**config.mk**
```make
export PLATFORM = sky130hd
export DESIGN_NAME = bt_timebase
export DESIGN_NICKNAME = d
export VERILOG_FILES = /design/src/rtl/bt_pkg.sv /design/src/rtl/bt_start_ctl.sv /design/src/rtl/bt_prescaler.sv /design/src/rtl/bt_counter.sv /design/src/rtl/bt_irq.sv /design/src/rtl/bt_timebase.sv
export SDC_FILE = /design/constraint.sdc
export NUM_CORES = 1
export LEC_CHECK = 0
export BUFFER_PORTS_ARGS = -buffer_cell sky130_fd_sc_hd__buf_2
export CORE_ASPECT_RATIO = 2
export CORE_MARGIN = 4
export CORE_UTILIZATION = 49
export DETAILED_ROUTE_END_ITERATION = 8
export GPL_TIMING_DRIVEN = 0
export PLACE_DENSITY_LB_ADDON = 0.3
export SLEW_MARGIN = 25
export SYNTH_ARGS = -nofsm -noshare
export SYNTH_HDL_FRONTEND = slang
export SYNTH_SLANG_ARGS = --single-unit
```
**constraint.sdc**
```tcl
create_clock -name clk -period 1.8 [get_ports clk]
set_input_delay 0.09 -clock clk [delete_from_list [all_inputs] [get_ports clk]]
set_output_delay 0.09 -clock clk [all_outputs]
set_load 0.02 [all_outputs]
```
**src/rtl/bt_pkg.sv**
```systemverilog
package bt_pkg;

    // Clear-source selector encoding
    typedef enum logic [1:0] {
        CLR_ON_WRAP  = 2'b00,
        CLR_ON_MATCH = 2'b01,
        CLR_ON_PEER  = 2'b10,
        CLR_ON_LINK  = 2'b11
    } clr_src_e;

    // Per-edge control word for the count register, in priority order
    typedef struct packed {
        logic hold;     // timer stopped after this edge
        logic ext_clr;  // external clear request honoured
        logic wr;       // software load while running
        logic tick;     // prescaler tick
        logic wrap;     // tick should produce zero (match)
    } cnt_ctl_t;

    // One-bit falling edge
    function automatic logic fell(input logic prev, input logic cur);
        return prev & ~cur;
    endfunction

endpackage

```
**src/rtl/bt_start_ctl.sv**
```systemverilog
module bt_start_ctl (
    input  logic clk,
    input  logic rst,
    input  logic run_local,
    input  logic run_grp_self,
    input  logic run_grp_peer,
    output logic active_q,
    output logic active_d
);
    // Start: local bit, or both group bits together.
    // Stop: local bit and own group bit both low.
    always_comb begin
        if (active_q) active_d = run_local | run_grp_self;
        else          active_d = run_local | (run_grp_self & run_grp_peer);
    end

    always_ff @(posedge clk) begin
        if (rst) active_q <= 1'b0;
        else     active_q <= active_d;
    end
endmodule

```
**src/rtl/bt_prescaler.sv**
```systemverilog
module bt_prescaler #(
    parameter int DIV_W = 5
) (
    input  logic             clk,
    input  logic             rst,
    input  logic             active,
    input  logic [DIV_W-1:0] div_sel,
    output logic             tick
);
    localparam int               PSC_W      = DIV_W + 1;
    localparam logic [DIV_W-1:0] SEL_BYPASS = '1;

    logic [PSC_W-1:0] pcnt_q;
    logic [PSC_W-1:0] reload;
    logic [DIV_W-1:0] sel_q;
    logic             restart;

    // Period 2(n+1) -> reload 2n+1; bypass -> period 1 -> reload 0
    assign reload  = (div_sel == SEL_BYPASS) ? '0 : {div_sel, 1'b1};
    assign restart = !active || (div_sel != sel_q);
    assign tick    = !restart && (pcnt_q == '0);

    always_ff @(posedge clk) begin
        if (rst) begin
            pcnt_q <= reload;
            sel_q  <= div_sel;
        end else begin
            sel_q <= div_sel;
            if (restart || tick) pcnt_q <= reload;
            else                 pcnt_q <= pcnt_q - 1'b1;
        end
    end
endmodule

```
**src/rtl/bt_counter.sv**
```systemverilog
module bt_counter
    import bt_pkg::*;
#(
    parameter int CNT_W = 16
) (
    input  logic             clk,
    input  logic             rst,
    input  cnt_ctl_t         ctl,
    input  logic [CNT_W-1:0] wr_data,
    output logic [CNT_W-1:0] cnt_q
);
    logic [CNT_W-1:0] cnt_d;

    always_comb begin
        cnt_d = cnt_q;
        if (ctl.hold)         cnt_d = '0;
        else if (ctl.ext_clr) cnt_d = '0;
        else if (ctl.wr)      cnt_d = wr_data;
        else if (ctl.tick)    cnt_d = ctl.wrap ? '0 : cnt_q + 1'b1;
    end

    always_ff @(posedge clk) begin
        if (rst) cnt_q <= '0;
        else     cnt_q <= cnt_d;
    end
endmodule

```
**src/rtl/bt_irq.sv**
```systemverilog
module bt_irq
    import bt_pkg::*;
#(
    parameter int NW = 2
) (
    input  logic          clk,
    input  logic          rst,
    input  logic [NW-1:0] watch,
    input  logic          irq_clr,
    output logic          irq_pulse,
    output logic          irq_flag
);
    logic [NW-1:0] prev_q;
    logic [NW-1:0] fall;

    for (genvar i = 0; i < NW; i++) begin : g_fall
        assign fall[i] = fell(prev_q[i], watch[i]);
    end

    assign irq_pulse = |fall;

    always_ff @(posedge clk) begin
        if (rst) begin
            prev_q   <= '0;
            irq_flag <= 1'b0;
        end else begin
            prev_q   <= watch;
            irq_flag <= (irq_flag & ~irq_clr) | irq_pulse;
        end
    end
endmodule

```
**src/rtl/bt_timebase.sv**
```systemverilog
module bt_timebase
    import bt_pkg::*;
#(
    parameter int CNT_W = 16,
    parameter int DIV_W = 5
) (
    input  logic             clk,
    input  logic             rst,
    input  logic [DIV_W-1:0] div_sel,
    input  logic             run_local,
    input  logic             run_grp_self,
    input  logic             run_grp_peer,
    input  logic [1:0]       clr_sel,
    input  logic [CNT_W-1:0] cmp_val,
    input  logic             peer_rst_req,
    input  logic             comm_rst_req,
    input  logic             wr_en,
    input  logic [CNT_W-1:0] wr_data,
    output logic [CNT_W-1:0] rd_data,
    output logic             irq_pulse,
    output logic             irq_flag,
    input  logic             irq_clr
);
    localparam int IRQ_NW = 2;   // the two top count bits are watched

    logic             active_q;
    logic             active_d;
    logic             tick;
    logic [CNT_W-1:0] cnt_q;
    clr_src_e         clr_src;
    cnt_ctl_t         ctl;

    assign clr_src = clr_src_e'(clr_sel);

    bt_start_ctl u_start (
        .clk          (clk),
        .rst          (rst),
        .run_local    (run_local),
        .run_grp_self (run_grp_self),
        .run_grp_peer (run_grp_peer),
        .active_q     (active_q),
        .active_d     (active_d)
    );

    bt_prescaler #(.DIV_W(DIV_W)) u_psc (
        .clk     (clk),
        .rst     (rst),
        .active  (active_q),
        .div_sel (div_sel),
        .tick    (tick)
    );

    always_comb begin
        ctl.hold    = !active_d;
        ctl.ext_clr = ((clr_src == CLR_ON_PEER) && peer_rst_req) ||
                      ((clr_src == CLR_ON_LINK) && comm_rst_req);
        ctl.wr      = active_q && wr_en;
        ctl.tick    = tick;
        ctl.wrap    = (clr_src == CLR_ON_MATCH) && (cnt_q == cmp_val);
    end

    bt_counter #(.CNT_W(CNT_W)) u_cnt (
        .clk     (clk),
        .rst     (rst),
        .ctl     (ctl),
        .wr_data (wr_data),
        .cnt_q   (cnt_q)
    );

    bt_irq #(.NW(IRQ_NW)) u_irq (
        .clk       (clk),
        .rst       (rst),
        .watch     (cnt_q[CNT_W-1 -: IRQ_NW]),
        .irq_clr   (irq_clr),
        .irq_pulse (irq_pulse),
        .irq_flag  (irq_flag)
    );

    assign rd_data = active_q ? cnt_q : '0;
endmodule

```
==> flow_summary.ini, run 1 <==
[floorplanning]
die_x_um = 52.4
die_y_um = 96.9
die-area_mm2 = 0.00508
initial_utilization_pct = 50.3
rows = 32
core_area_mm2 = 0.00384
ios = 66

[sta]
finClkSkew_ns = 0.0170
setup_viol = 7
slew_violations = 0
period_needed_ns = 1.88
worst_pin_slew_ns = 0.468
final.period_utilization_pct = 104
fin_ws_ns = -0.0784
rsz0062_at_grt = yes
relSlewSlack_pct = 68.8
clock.fmax_ghz = 0.532
hold_viol_final = 0

[finish]
seqCellArea_um2 = 629
fill_cells = 357
postLayoutCoreUtil_pct = 70.5
nets = 377
drive_gt1_share_pct = 39.6
final_cells = 377
area_growth_pct = 40.2
multi_input_area_mm2 = 0.00136
diodes = 0

[global_routing]
track_usage_pct = 22.6
overflow = 0
grt_pass1_wl_um = 8690
grt_max_degree = 11
first_global_vias = 2006
antenna_found_initial = 0

[logic_synthesis]
synth.avg_cell_area_um2 = 7.96
yosysWarnings = 0
synth.distinct_cells = 41
synth_common_cells = dfxtp_1 (31), nand2_1 (31), xnor2_1 (25)
synth_top_area_share_pct = 32.1
syn-num-nets = 294
ys_seq_elements = 31
async_flop_share_pct = 0
synth_edf_count = 0
yosys_most_used_dff = dfxtp_1
ys_seq_area_share_pct = 32.1
synth_area_leaders = dfxtp_1 (32%), xnor2_1 (11%), and2_1 (6.1%)
synth_top_cell_by_area = dfxtp_1
netlist_instances = 243
netlist_area_mm2 = 0.00193

[route]
dr.pass1.iters = 4
drtIter0Drc = 97
avgRoutedWirePerCell_um = 16.2
drt-total-wl_um = 6110
remaining_drc_errors = 0
dr_total_vias = 2105
via_per_inst = 5.58
ant_nets = 0

[setup_path]
end_kind = register
cp-start-kind = register
slowest_delay_ns = 0.44
cp.required_ns = 1.97
worstPathMaxFanout = 4
critical_path_arrival_ns = 2.04
path_cells = xnor2_2 > nand4_1 > buf_4 > or3_4 > nor2_2 > a211o_1 > o22ai_1
cp_slowest_cell = or3_4
path_class = reg -> reg

[pwr]
ir_drop_mv = 0.877
sw_frac_of_total_pct = 27.5
finalPower_mw = 1.57
power_frac_seq_pct = 47.4
p_int_mw = 1.14
pwr-share-comb_pct = 16.4
p_leak_nw = 1.16
power.switching_uw = 431
power_per_cell_area_mw_per_mm2 = 579
p_clk_share_pct = 36.3

[flow_run]
drv_cap = 0

[cts]
cts.sinks = 31
path_clk_slew_ns = 0.08
clk_path_buf_depth = 2
cts_buffers = 5
cts_tree = yes
cts-htree-levels = 2
root_buffer = clkbuf_8
clk_latency_ns = 0.29

[worst_hold_path]
hold_path.class = in -> reg

[placed_design]
port_buffers = 65
gp_congestion = 0.964
dp.final_hpwl_um = 4230
place_inst = 359

[run_status]
violations = setup timing
outcome = finished, violations left
## final cells by class
cell class,count,area share [%]
inverters,6,0.831
well taps,51,2.35
flip-flops and latches,31,23.2
repair buffers,80,17.4
clock inverters,1,0.185
plain buffers,12,2.77
clock buffers,6,3.05
multi-input cells,190,50.2
## layer usage
metal	routed length (um)	track usage, %	up-vias	part of all wire (%)
met1	1990	20.7	981	33
met2	3550	44.4	94	58
li1	-	-	1012	-
met5	0	0	-	0
met3	347	3.54	18	5.7
met4	217	9.65	0	3.6
## critical path, delay by kind of cell (launching register included)
kind	cells	cell delay, ns
flip-flops	1	0.35
XOR/XNOR	1	0.12
AND/OR/NAND/NOR	3	0.76
AO/OA/AOI/OAI	2	0.33
buffers and inverters	1	0.18
## final timing paths
check | from | end | slack [ns] | cells after the start
max | u_psc.sel_q[4] | u_cnt.cnt_q[10] | -0.08 | 7
max reg2reg | u_psc.sel_q[4] | u_cnt.cnt_q[10] | -0.08 | 7
min | wr_data[14] | u_cnt.cnt_q[14] | 0.04 | 3
min reg2reg | u_psc.pcnt_q[0] | u_psc.pcnt_q[0] | 0.46 | 1
## flip-flops by register name, indices dropped and copies added, names as in the netlist
signal	cells
u_psc.pcnt_q	6
u_cnt.cnt_q	16
u_start.active_q	1
u_irq.irq_flag	1
u_psc.sel_q	5
u_irq.prev_q	2
## metrics by stage
step           TNS [ns]  setup WS, ns  hold WS, ns  cell area [um2]
4_1_cts         -0.0952       -0.0271       0.0382             2510
3_5_place_dp      -3.67        -0.307        0.256             2320
5_1_grt          -0.841        -0.110       0.0562             2710
2_1_floorplan         0         0.140        0.118             1930
3_3_place_gp      -3.33        -0.291        0.253             2320
6_report         -0.327       -0.0784       0.0395             2710
## layout by cell type, fill, tap and decap left out, types with 2 or more instances in the layout
cell type and n:
clkbuf_2 5, nor4_4 2, clkbuf_8 6, xor2_1 7
xnor2_2 4, buf_2 66, dfxtp_2 7, nand2_1 28
dlygate4sd3_1 5, dfxtp_1 24, nand4_1 9, nor3_2 2
a211oi_1 3, nor3_4 2, nand2_2 3, or3_4 2
o211ai_1 4, nand3_1 10, a21oi_2 3, o22ai_1 8
a31oi_1 6, nor4_1 2, ha_1 3, buf_6 2
nor3_1 2, a211oi_2 2, buf_4 9, inv_1 6
a21oi_1 8, and3_1 3, nor2b_1 4, and2_1 19
nor2_1 8, xnor2_1 21, clkbuf_1 3, o21ai_0 5
## what timing repair did
action,in CTS,in global routing
hold buffers,5,0
pin swaps,3,19
setup endpoints to repair,17,21
gates cloned,0,1
endpoints found under the hold margin,5,0
setup buffers,1,8
gates resized for setup,11,38
## logic make-up (layout without fill, tap and decap cells)
group                      count (synthesis)  in the layout  synth area share [%]
adders and majority gates                  3              3                  1.94
muxes                                      2              2                  1.10
buffers and inverters                     22            105                  5.30
DFF                                       31             31                  32.1
and+or+nand+nor                          107            107                  29.8
xor gates and xnor gates                  32             32                  14.5
AOI/OAI and AO/OA                         46             46                  15.3
## power groups by stage
stage | Sequential (mW) | Clock (mW) | Combinational (mW)
after floorplan | 0.745 | 0 | 0.129
after global placement | 0.750 | 0 | 0.221
after detailed placement | 0.751 | 0 | 0.225
after CTS | 0.737 | 0.566 | 0.239
after global routing | 0.747 | 0.600 | 0.277
final | 0.744 | 0.569 | 0.257
No activity file was read; power rests on OpenSTA's default activity.
==> run 2, diff against run 1 <==
SKIP_CTS_REPAIR_TIMING = 1   (was unset)
==> run 2 against run 1 <==
The flow still finishes with violations (setup timing). Clock skew is 0.0039 ns lower. Non-clock buffer count fell by 5. Maximum frequency rose by 3.4%. Sequential share of layout area increased by 0.53 points. Power decreased by 1.2%. Worst hold slack better by 0.0041 ns. Sequential power hardly changed. Register-to-register slack improved by 0.06 ns. Global-route usage down 0.93 points. Core utilization fell by 2.0 points. Critical endpoint is now u_cnt.cnt_q[2].
==> flow_summary.ini, run 2 (synthesis results as in run 1) <==
[run_status]
outcome = finished, violations left
violations = setup timing

[setup_path]
end_kind = register
slowest_delay_ns = 0.46
cp-endpoint = u_cnt.cnt_q[2]
cp.buffers_inverters = 1
crit_family = simple AND/OR/NAND/NOR gates
cp_num_cells = 7
cp-startpoint = u_psc.sel_q[4]
rr_startpoint = u_psc.sel_q[4]
path_class = reg -> reg
r2r_cells = 7
cp-start-kind = register
cp_slowest_cell = or3_4
cp.required_ns = 2.01
worstPathMaxFanout = 8
path_cells = xnor2_2 > nand4_1 > or3_4 > buf_8 > nor3b_2 > o211ai_1 > a31oi_1
critical_path_arrival_ns = 2.02
rrSetupSlack_ns = -0.02
reg2reg_to = u_cnt.cnt_q[2]

[sta]
period_needed_ns = 1.82
final.period_utilization_pct = 101
worst_pin_slew_ns = 0.505
clock.fmax_ghz = 0.550
hold_ws_ns = 0.0436
slew_violations = 0
relSlewSlack_pct = 66.3
setup_viol = 1
hold_viol_final = 0
finClkSkew_ns = 0.0131
setup_tns_ns = -0.0170
fin_ws_ns = -0.0170
rsz0062_at_grt = yes

[pwr]
power.switching_uw = 418
p_leak_nw = 1.10
finalPower_mw = 1.55
pwr-share-comb_pct = 15.9
sw_frac_of_total_pct = 27.0
p_clk_share_pct = 36.3
p_int_mw = 1.13
power_per_cell_area_mw_per_mm2 = 588
power_frac_seq_pct = 47.9
ir_drop_mv = 0.874

[finish]
largest_reg_flops = 16
top_regs = u_cnt.cnt_q x16, u_psc.pcnt_q x6, u_psc.sel_q x5
diodes = 0
drive_gt1_share_pct = 36.4
nets = 372
final_common_cell = buf_2
top_register = u_cnt.cnt_q
layout_common_cells = buf_2 (65), nand2_1 (29), dfxtp_1 (27)
area_growth_pct = 36.2

[global_routing]
grt_pass1_wl_um = 8400
antenna_found_initial = 0
grt_max_degree = 11
overflow = 0
track_usage_pct = 21.7
first_global_vias = 1931

[route]
ant_nets = 0
drt-total-wl_um = 5880
dr.pass1.iters = 4
avgRoutedWirePerCell_um = 15.8
via_per_inst = 5.48
remaining_drc_errors = 0
dr_total_vias = 2038
drtIter0Drc = 77

[cts]
root_buffer = clkbuf_8
cts-htree-levels = 2
clk_path_buf_depth = 2
cts_buffers = 5
cts.sinks = 31
cts_tree = yes
clk_latency_ns = 0.29
path_clk_slew_ns = 0.07

[floorplanning]
rows = 32
initial_utilization_pct = 50.3
die_x_um = 52.4
die-area_mm2 = 0.00508
ios = 66
die_y_um = 96.9
core_area_mm2 = 0.00384

[flow_run]
drv_cap = 0

[placed_design]
gp_congestion = 0.964
port_buffers = 65
dp.final_hpwl_um = 4230
place_worst_setup_slack_ns = -0.307

[worst_hold_path]
hold_path.class = in -> reg
hp-start = wr_data[14]
-- run 2: changes by cell type in the layout (fill, tap and decap cells not counted), sizes merged --
cell,previous run,this run
clkbuf,15,17
buf,78,71
-- run 2: worst reg2reg max path, cell delays in order, from the launching register on --
cell      delay (ns)
dfxtp_1         0.35
xnor2_2         0.12
nand4_1         0.20
or3_4           0.46
buf_8           0.17
nor3b_2         0.15
o211ai_1        0.11
a31oi_1         0.17
-- run 2: area by class of cell --
cell class                      instances  area [um2]
Buffer                                 13        85.1
Clock buffer                            6        82.6
Clock inverter                          1        5.00
Fill cell                             379        1210
Inverter                                6        22.5
Multi-Input combinational cell        190        1330
Sequential cell                        31         626
Tap cell                               51        63.8
Timing Repair Buffer                   74         423
-- run 2: how the worst min path moves through the flow --
stage                     cells past startpoint  slack [ns]              end
after global routing                          3        0.06  u_cnt.cnt_q[12]
after floorplan                               0        0.12   u_psc.sel_q[0]
after CTS                                     1       -0.04   u_psc.sel_q[3]
final                                         3        0.04  u_cnt.cnt_q[14]
after detailed placement                      1        0.26   u_psc.sel_q[3]
after global placement                        1        0.25   u_psc.sel_q[1]
-- run 2: through the flow --
stage | util, % | instances | cell area (um2)
global route | 68.6 | 372 | 2640
floorplan | - | 243 | 1930
CTS | 62.7 | 366 | 2410
finish | 68.6 | 372 | 2640
detailed placement | 60.4 | 359 | 2320
global placement | 60.4 | 359 | 2320
-- run 2: power by group through the flow --
stage	sequential [mW]	clock [mW]	combinational (mW)
5_1_grt	0.744	0.598	0.267
3_3_place_gp	0.750	0	0.221
4_1_cts	0.735	0.566	0.226
6_report	0.742	0.562	0.246
2_1_floorplan	0.745	0	0.129
3_5_place_dp	0.751	0	0.225
-- run 2: per-layer routing --
metal / routed length, um / track usage (%) / vias to the layer above
met1: 1970 / 21.0 / 936
met2: 3430 / 41.6 / 80
met4: 176 / 9.45 / 0
met5: 0 / 0 / -
met3: 304 / 2.93 / 16
li1: - / - / 1006
